**src/rtl/wbcache_pkg.sv**
```systemverilog
package wbcache_pkg;

    typedef enum logic [1:0] {
        ST_IDLE,
        ST_WB,
        ST_FILL
    } cstate_t;

    typedef enum logic [1:0] {
        META_NONE,
        META_STORE,
        META_FILL,
        META_CLEAN
    } meta_op_t;

endpackage

```
**src/rtl/wbcache_meta.sv**
```systemverilog
module wbcache_meta
    import wbcache_pkg::*;
#(
    parameter int LINES = 8,
    parameter int WORDS = 4,
    parameter int TAG_W = 5,
    localparam int IDX_W = $clog2(LINES)
) (
    input  logic             clk,
    input  logic             rst,
    input  logic [IDX_W-1:0] idx,
    input  meta_op_t         op,
    input  logic [TAG_W-1:0] new_tag,
    input  logic [WORDS-1:0] word_sel,
    input  logic             keep,
    output logic [TAG_W-1:0] rd_tag,
    output logic [WORDS-1:0] rd_valid,
    output logic             rd_dirty
);

    logic [TAG_W-1:0] tag_q   [LINES];
    logic [WORDS-1:0] valid_q [LINES];
    logic             dirty_q [LINES];

    assign rd_tag   = tag_q[idx];
    assign rd_valid = valid_q[idx];
    assign rd_dirty = dirty_q[idx];

    always_ff @(posedge clk) begin
        if (rst) begin
            for (int i = 0; i < LINES; i++) begin
                valid_q[i] <= '0;
                dirty_q[i] <= 1'b0;
                tag_q[i]   <= '0;
            end
        end else begin
            unique case (op)
                META_STORE: begin
                    tag_q[idx]   <= new_tag;
                    valid_q[idx] <= (keep ? valid_q[idx] : '0) | word_sel;
                    dirty_q[idx] <= 1'b1;
                end
                META_FILL: begin
                    tag_q[idx]   <= new_tag;
                    valid_q[idx] <= '1;
                    dirty_q[idx] <= keep ? dirty_q[idx] : 1'b0;
                end
                META_CLEAN: begin
                    valid_q[idx] <= '0;
                    dirty_q[idx] <= 1'b0;
                end
                default: ;
            endcase
        end
    end

    // a dirty line always carries at least one valid word
    p_dirty_valid_r5: assert property (@(posedge clk) disable iff (rst)
        rd_dirty |-> (rd_valid != '0));

endmodule

```
**src/rtl/wbcache_data.sv**
```systemverilog
module wbcache_data #(
    parameter int LINES  = 8,
    parameter int WORDS  = 4,
    parameter int DATA_W = 32,
    localparam int IDX_W  = $clog2(LINES),
    localparam int LINE_W = WORDS * DATA_W
) (
    input  logic              clk,
    input  logic [IDX_W-1:0]  idx,
    input  logic              store_en,
    input  logic [WORDS-1:0]  word_sel,
    input  logic [DATA_W-1:0] wr_word,
    input  logic              fill_en,
    input  logic [WORDS-1:0]  fill_keep,
    input  logic [LINE_W-1:0] fill_line,
    output logic [LINE_W-1:0] rd_line
);

    for (genvar w = 0; w < WORDS; w++) begin : g_bank
        logic [DATA_W-1:0] bank [LINES];

        always_ff @(posedge clk) begin
            if (store_en && word_sel[w])
                bank[idx] <= wr_word;
            else if (fill_en && !fill_keep[w])
                bank[idx] <= fill_line[w*DATA_W +: DATA_W];
        end

        assign rd_line[w*DATA_W +: DATA_W] = bank[idx];
    end

endmodule

```
**src/rtl/wbcache_ctrl.sv**
```systemverilog
module wbcache_ctrl
    import wbcache_pkg::*;
(
    input  logic     clk,
    input  logic     rst,
    input  logic     cpu_req,
    input  logic     cpu_we,
    input  logic     line_match,
    input  logic     word_valid,
    input  logic     line_dirty,
    input  logic     mem_ack,
    output logic     cpu_ack,
    output logic     mem_req,
    output logic     mem_we,
    output logic     wb_phase,
    output meta_op_t meta_op,
    output logic     store_en,
    output logic     fill_en
);

    cstate_t state, nxt;

    always_ff @(posedge clk) begin
        if (rst) state <= ST_IDLE;
        else     state <= nxt;
    end

    always_comb begin
        nxt      = state;
        cpu_ack  = 1'b0;
        mem_req  = 1'b0;
        mem_we   = 1'b0;
        wb_phase = 1'b0;
        meta_op  = META_NONE;
        store_en = 1'b0;
        fill_en  = 1'b0;
        unique case (state)
            ST_IDLE: begin
                if (cpu_req) begin
                    if (cpu_we) begin
                        if (line_match || !line_dirty) begin
                            cpu_ack  = 1'b1;
                            store_en = 1'b1;
                            meta_op  = META_STORE;
                        end else begin
                            nxt = ST_WB;
                        end
                    end else if (line_match && word_valid) begin
                        cpu_ack = 1'b1;
                    end else if (!line_match && line_dirty) begin
                        nxt = ST_WB;
                    end else begin
                        nxt = ST_FILL;
                    end
                end
            end
            ST_WB: begin
                mem_req  = 1'b1;
                mem_we   = 1'b1;
                wb_phase = 1'b1;
                if (mem_ack) begin
                    meta_op = META_CLEAN;
                    nxt     = ST_IDLE;
                end
            end
            ST_FILL: begin
                mem_req = 1'b1;
                if (mem_ack) begin
                    meta_op = META_FILL;
                    fill_en = 1'b1;
                    nxt     = ST_IDLE;
                end
            end
            default: nxt = ST_IDLE;
        endcase
    end

    // no completion while memory traffic is outstanding
    p_no_ack_busy_r10: assert property (@(posedge clk) disable iff (rst)
        (state != ST_IDLE) |-> !cpu_ack);

    // a fill never overwrites a dirty line of another block
    p_fill_after_wb_r8: assert property (@(posedge clk) disable iff (rst)
        (state == ST_FILL) |-> (line_match || !line_dirty));

    // acknowledge only answers a live request
    p_ack_has_req_r3: assert property (@(posedge clk) disable iff (rst)
        cpu_ack |-> cpu_req);

endmodule

```
**src/rtl/wbcache_top.sv**
```systemverilog
module wbcache_top
    import wbcache_pkg::*;
#(
    parameter int ADDR_W = 12,
    parameter int DATA_W = 32,
    parameter int LINES  = 8,
    parameter int WORDS  = 4,
    localparam int BYTE_W = $clog2(DATA_W / 8),
    localparam int WOFF_W = $clog2(WORDS),
    localparam int IDX_W  = $clog2(LINES),
    localparam int TAG_W  = ADDR_W - IDX_W - WOFF_W - BYTE_W,
    localparam int LINE_W = WORDS * DATA_W
) (
    input  logic              clk,
    input  logic              rst,
    input  logic              cpu_req,
    input  logic              cpu_we,
    input  logic [ADDR_W-1:0] cpu_addr,
    input  logic [DATA_W-1:0] cpu_wdata,
    output logic              cpu_ack,
    output logic [DATA_W-1:0] cpu_rdata,
    output logic              mem_req,
    output logic              mem_we,
    output logic [ADDR_W-1:0] mem_addr,
    output logic [LINE_W-1:0] mem_wdata,
    output logic [WORDS-1:0]  mem_wmask,
    input  logic [LINE_W-1:0] mem_rdata,
    input  logic              mem_ack
);

    logic [TAG_W-1:0]  req_tag, rd_tag;
    logic [IDX_W-1:0]  req_idx;
    logic [WOFF_W-1:0] req_wof;
    logic [WORDS-1:0]  word_sel, rd_valid, fill_keep;
    logic              rd_dirty, line_match, word_valid;
    logic              wb_phase, store_en, fill_en;
    logic [LINE_W-1:0] rd_line;
    meta_op_t          meta_op;

    assign req_tag  = cpu_addr[ADDR_W-1 -: TAG_W];
    assign req_idx  = cpu_addr[BYTE_W+WOFF_W +: IDX_W];
    assign req_wof  = cpu_addr[BYTE_W +: WOFF_W];
    assign word_sel = {{(WORDS-1){1'b0}}, 1'b1} << req_wof;

    assign line_match = (rd_tag == req_tag) && (rd_valid != '0);
    assign word_valid = (rd_valid & word_sel) != '0;
    assign fill_keep  = line_match ? rd_valid : '0;

    wbcache_meta #(.LINES(LINES), .WORDS(WORDS), .TAG_W(TAG_W)) u_meta (
        .clk      (clk),
        .rst      (rst),
        .idx      (req_idx),
        .op       (meta_op),
        .new_tag  (req_tag),
        .word_sel (word_sel),
        .keep     (line_match),
        .rd_tag   (rd_tag),
        .rd_valid (rd_valid),
        .rd_dirty (rd_dirty)
    );

    wbcache_data #(.LINES(LINES), .WORDS(WORDS), .DATA_W(DATA_W)) u_data (
        .clk       (clk),
        .idx       (req_idx),
        .store_en  (store_en),
        .word_sel  (word_sel),
        .wr_word   (cpu_wdata),
        .fill_en   (fill_en),
        .fill_keep (fill_keep),
        .fill_line (mem_rdata),
        .rd_line   (rd_line)
    );

    wbcache_ctrl u_ctrl (
        .clk        (clk),
        .rst        (rst),
        .cpu_req    (cpu_req),
        .cpu_we     (cpu_we),
        .line_match (line_match),
        .word_valid (word_valid),
        .line_dirty (rd_dirty),
        .mem_ack    (mem_ack),
        .cpu_ack    (cpu_ack),
        .mem_req    (mem_req),
        .mem_we     (mem_we),
        .wb_phase   (wb_phase),
        .meta_op    (meta_op),
        .store_en   (store_en),
        .fill_en    (fill_en)
    );

    assign cpu_rdata = rd_line[req_wof*DATA_W +: DATA_W];
    assign mem_addr  = {(wb_phase ? rd_tag : req_tag), req_idx, {(WOFF_W+BYTE_W){1'b0}}};
    assign mem_wdata = rd_line;
    assign mem_wmask = wb_phase ? rd_valid : '0;

    // a write-back always carries at least one word
    p_wmask_nonzero_r8: assert property (@(posedge clk) disable iff (rst)
        (mem_req && mem_we) |-> (mem_wmask != '0));

    // an unanswered memory request holds its address
    p_mem_hold_r10: assert property (@(posedge clk) disable iff (rst)
        (mem_req && !mem_ack) |=> (mem_req && $stable(mem_addr) && $stable(mem_we)));

endmodule

```
**config.mk**
```make
export PLATFORM = sky130hd
export DESIGN_NAME = wbcache_top
export DESIGN_NICKNAME = d
export VERILOG_FILES = /design/src/rtl/wbcache_pkg.sv /design/src/rtl/wbcache_meta.sv /design/src/rtl/wbcache_data.sv /design/src/rtl/wbcache_ctrl.sv /design/src/rtl/wbcache_top.sv
export SDC_FILE = /design/constraint.sdc
export NUM_CORES = 1
export LEC_CHECK = 0
export BUFFER_PORTS_ARGS = -buffer_cell sky130_fd_sc_hd__buf_4
export CORE_ASPECT_RATIO = 1.75
export CORE_MARGIN = 2
export CORE_UTILIZATION = 50
export CTS_BUF_LIST = sky130_fd_sc_hd__clkbuf_8
export DETAILED_ROUTE_END_ITERATION = 7
export PLACE_DENSITY_LB_ADDON = 0.05
export SLEW_MARGIN = 15
export SYNTH_ARGS = -nofsm -noshare
export SYNTH_HDL_FRONTEND = slang
export SYNTH_SLANG_ARGS = --single-unit
```
**constraint.sdc**
```tcl
create_clock -name clk -period 11.1 [get_ports clk]
set_clock_uncertainty 0.2 [all_clocks]
set_input_delay 1.665 -clock clk [delete_from_list [all_inputs] [get_ports clk]]
set_output_delay 1.665 -clock clk [all_outputs]
set_load 0.02 [all_outputs]
```
==> metrics.yaml <==
outcome: "complete, no violations"
die_width_microns: 228
cts.htree.levels: 4
nature_of_the_critical_path_endpoint: "output port"
crit_slowest_cell: "sky130_fd_sc_hd__and2_4"
critPathMostFrequentCell: "sky130_fd_sc_hd__buf_4"
detail_route.drc_violations: 0
power.density_nw_per_um2: 169
hold_viol: 0
placed_standard_cell_area_sq_um: 48100
hold_worst_slack_ns: 0.327
first_iter_violations: 3609
share_clk_of_total_power: 0.342
hold_buffers: 0
synth_top_cell_by_area: "sky130_fd_sc_hd__edfxtp_1"
max-clock-path-buffers: 3
number_of_antenna_violations_at_the_first_check_in_global_routing: 23
vdd.ir_drop.worst_mv: 0.121
cp.arrival_ns: 5.83
cts.clk_slew.worst_paths_ns: 0.06
yosys_synthesis_warning_count: 0
ys_seq_area_frac: 0.754
antenna_violating_nets_post_route: 0
finalSetupViolCount: 0
seqPwrFrac: 0.545
first_global_vias: 26900
report.final.slew_viol_count: 0
cap_violations: 0
io_buffers: 349
cts.sink_count: 1106
synth_async_sr_flop_share: 0
ys_ff_latch: 1106
cpPeakStageDelay_ns: 0.88
synth_area_per_cell_sq_um: 16.9
p_sw_frac: 0.255
synth.top_cell.area_share: 0.753
max_slew_margin: 0.0623
drt_pass1_iterations: 8
area_growth_pct: 15.6
finalCriticalPeriod_ns: 7.69
cts-buffers-inserted: 154
vias_per_cell: 6.64
design.die.area_sq_um: 90500
crit_path_kind: "input port to output port"
worstSetupStartpoint: "cpu_addr[4]"
dp_hpwl_mm: 95.5
synth_top_cells_by_area: "sky130_fd_sc_hd__edfxtp_1 75%, sky130_fd_sc_hd__a22oi_1 8.3%, sky130_fd_sc_hd__mux4_2 2.2%, sky130_fd_sc_hd__mux2_1 2.0%, sky130_fd_sc_hd__nand4_1 1.7%"
routed_wl_mm: 154
synth_enable_flop_cells: 1104
boundaryPins: 356
synth.most_common_cell: "sky130_fd_sc_hd__edfxtp_1"
clock_insertion_delay_worst_skew_ns: 0.83
fp.dieH_microns: 397
grt_use_total: 0.334
layout.cell_area.non_filler_sq_um: 50900
postCtsSetupRepairBufs: 0
place.gp.congestion: 0.901
fp-row-count: 144
hold_class: "flop to flop"
cp_cell_sequence: "buf_4 -> buf_4 -> nor2_1 -> and2_4 -> buf_4 -> a22oi_1 -> nand4_1 -> mux4_2 -> buf_4"
setup_total_negative_slack_ns: 0
initial_util: 0.503
crit_required_ns: 9.24
final_layout_size_suffix_gt1_frac: 0.237
critical_path.startpoint_type: "input port"
buffer_type_at_the_clock_tree_root: "sky130_fd_sc_hd__clkbuf_8"
hold_path.startpoint: "u_ctrl.state[1]"
worst_r2r_path_depth: 8
seqCellArea_sq_um: 33200
synth_ff_type: "sky130_fd_sc_hd__edfxtp_1"
grt_max_degree: 129
grt_setup_unrepaired: "no"
syn_inst: 2601
avgRoutedWirePerCell_microns: 36.1
min_delay_path_depth: 2
critical_path.max_fanout: 50
worst_pin_slew_ns: 1.39
yosys.cell_types.count: 64
fin_crit_share: 0.693
fillers: 6965
comb_pwr_share: 0.112
synth.cells.most_frequent: "1104 x sky130_fd_sc_hd__edfxtp_1, 489 x sky130_fd_sc_hd__a22oi_1, 154 x sky130_fd_sc_hd__clkbuf_1"
power.internal_mw: 6.40
maxClockFrequency_mhz: 130
design.core.area_sq_um: 87600
synthesized_area_sq_um: 44000
grt_first_pass_wirelength_mm: 209
reg2reg_from: "u_meta.tag_q[6][3]"
vias_after_detailed_routing: 28200
leakagePower_nw: 16.4
total_power_mw: 8.59
switching_power_mw: 2.19
multi_input_area_sq_um: 10300
grt_overflow_total: 0
count_of_instances_resized_after_the_clock_tree_is_built: 0
postLayoutCoreUtil: 0.581
tritoncts_clock_tree: "built"
final_net_count: 3148
[worst paths after layout]
path	end	slack (ns)
worst min-delay path	u_ctrl.state[1]	0.33
worst min register to register	u_ctrl.state[1]	0.33
worst max-delay path	cpu_rdata[22]	3.41
worst max register to register	u_data.g_bank[0].bank[1][15]	6.80
[power by group through the flow]
stage | logic [mW] | clock network [mW] | registers (mW)
5_1_grt | 0.992 | 3.14 | 4.68
2_1_floorplan | 0.469 | 0 | 4.77
3_3_place_gp | 0.936 | 0 | 4.77
6_report | 0.964 | 2.94 | 4.68
3_5_place_dp | 0.949 | 0 | 4.77
4_1_cts | 0.954 | 2.97 | 4.68
[logic make-up (layout without fill, tap and decap cells)]
kind of cell / count (synthesis) / count (layout) / synth area share
DFF: 1106 / 1106 / 0.754
AOI/OAI and AO/OA: 646 / 646 / 0.112
and+or+nand+nor: 455 / 455 / 0.0569
buffers and inverters: 212 / 687 / 0.0207
muxes: 175 / 175 / 0.0553
adders and majority gates: 4 / 4 / 0.00114
xor gates and xnor gates: 2 / 2 / 0.000398
other: 1 / 13 / 0.0000852
[worst max-delay path: cells and delay by family]
family | cells | cell delay [ns]
simple gates | 3 | 2.13
buf+inv | 4 | 1.34
mux | 1 | 0.40
compound gates | 1 | 0.19
[metal layers]
layer  global-route usage  wire length (microns)  up-vias
met3               0.0985                  17500      240
met2                0.525                  72600     1831
met4                0.169                   7900       14
met1                0.426                  55500    14600
met5                    0                     85        -
li1                     -                      -    11600
[layout by cell type (no fill, tap or decap), types with 23 or more instances in the layout]
master | netlist | routed
sky130_fd_sc_hd__a22oi_1 | 489 | 489
sky130_fd_sc_hd__a2bb2oi_1 | 33 | 33
sky130_fd_sc_hd__buf_4 | 17 | 409
sky130_fd_sc_hd__clkbuf_8 | 0 | 159
sky130_fd_sc_hd__clkinv_1 | 2 | 39
sky130_fd_sc_hd__edfxtp_1 | 1104 | 1104
sky130_fd_sc_hd__inv_1 | 5 | 53
sky130_fd_sc_hd__mux2_1 | 80 | 80
sky130_fd_sc_hd__mux2_2 | 26 | 26
sky130_fd_sc_hd__mux2i_1 | 25 | 25
sky130_fd_sc_hd__mux4_2 | 43 | 43
sky130_fd_sc_hd__nand2_1 | 83 | 82
sky130_fd_sc_hd__nand3_1 | 36 | 36
sky130_fd_sc_hd__nand4_1 | 123 | 123
sky130_fd_sc_hd__nor2_1 | 62 | 28
sky130_fd_sc_hd__nor2_4 | 0 | 34
sky130_fd_sc_hd__nor3_1 | 25 | 23
sky130_fd_sc_hd__nor4_1 | 28 | 28
sky130_fd_sc_hd__o211ai_1 | 36 | 36
sky130_fd_sc_hd__o21ai_0 | 34 | 33
sky130_fd_sc_hd__or3_1 | 37 | 37
[registers in the layout, indices dropped and copies added (netlist names)]
register,cells
u_ctrl.state,2
u_data.g_bank.bank,1024
u_meta.dirty_q,8
u_meta.tag_q,40
u_meta.valid_q,32
[final cells by class]
cell class,instances,share of cell area
multi-input cells,1286,0.202
repair buffers,412,0.0615
clock buffers,159,0.0430
flip-flops and latches,1106,0.652
well taps,1168,0.0287
inverters,7,0.000516
clock inverters,109,0.0116
diodes,9,0.000443
[through the flow]
step,instances,setup slack (ns)
finish,4256,3.41
global route,4248,3.40
CTS,4247,3.49
detailed placement,3979,3.50
global placement,3979,3.48
floorplan,2604,5.10
Note: power is estimated with default switching activity, not from simulation.
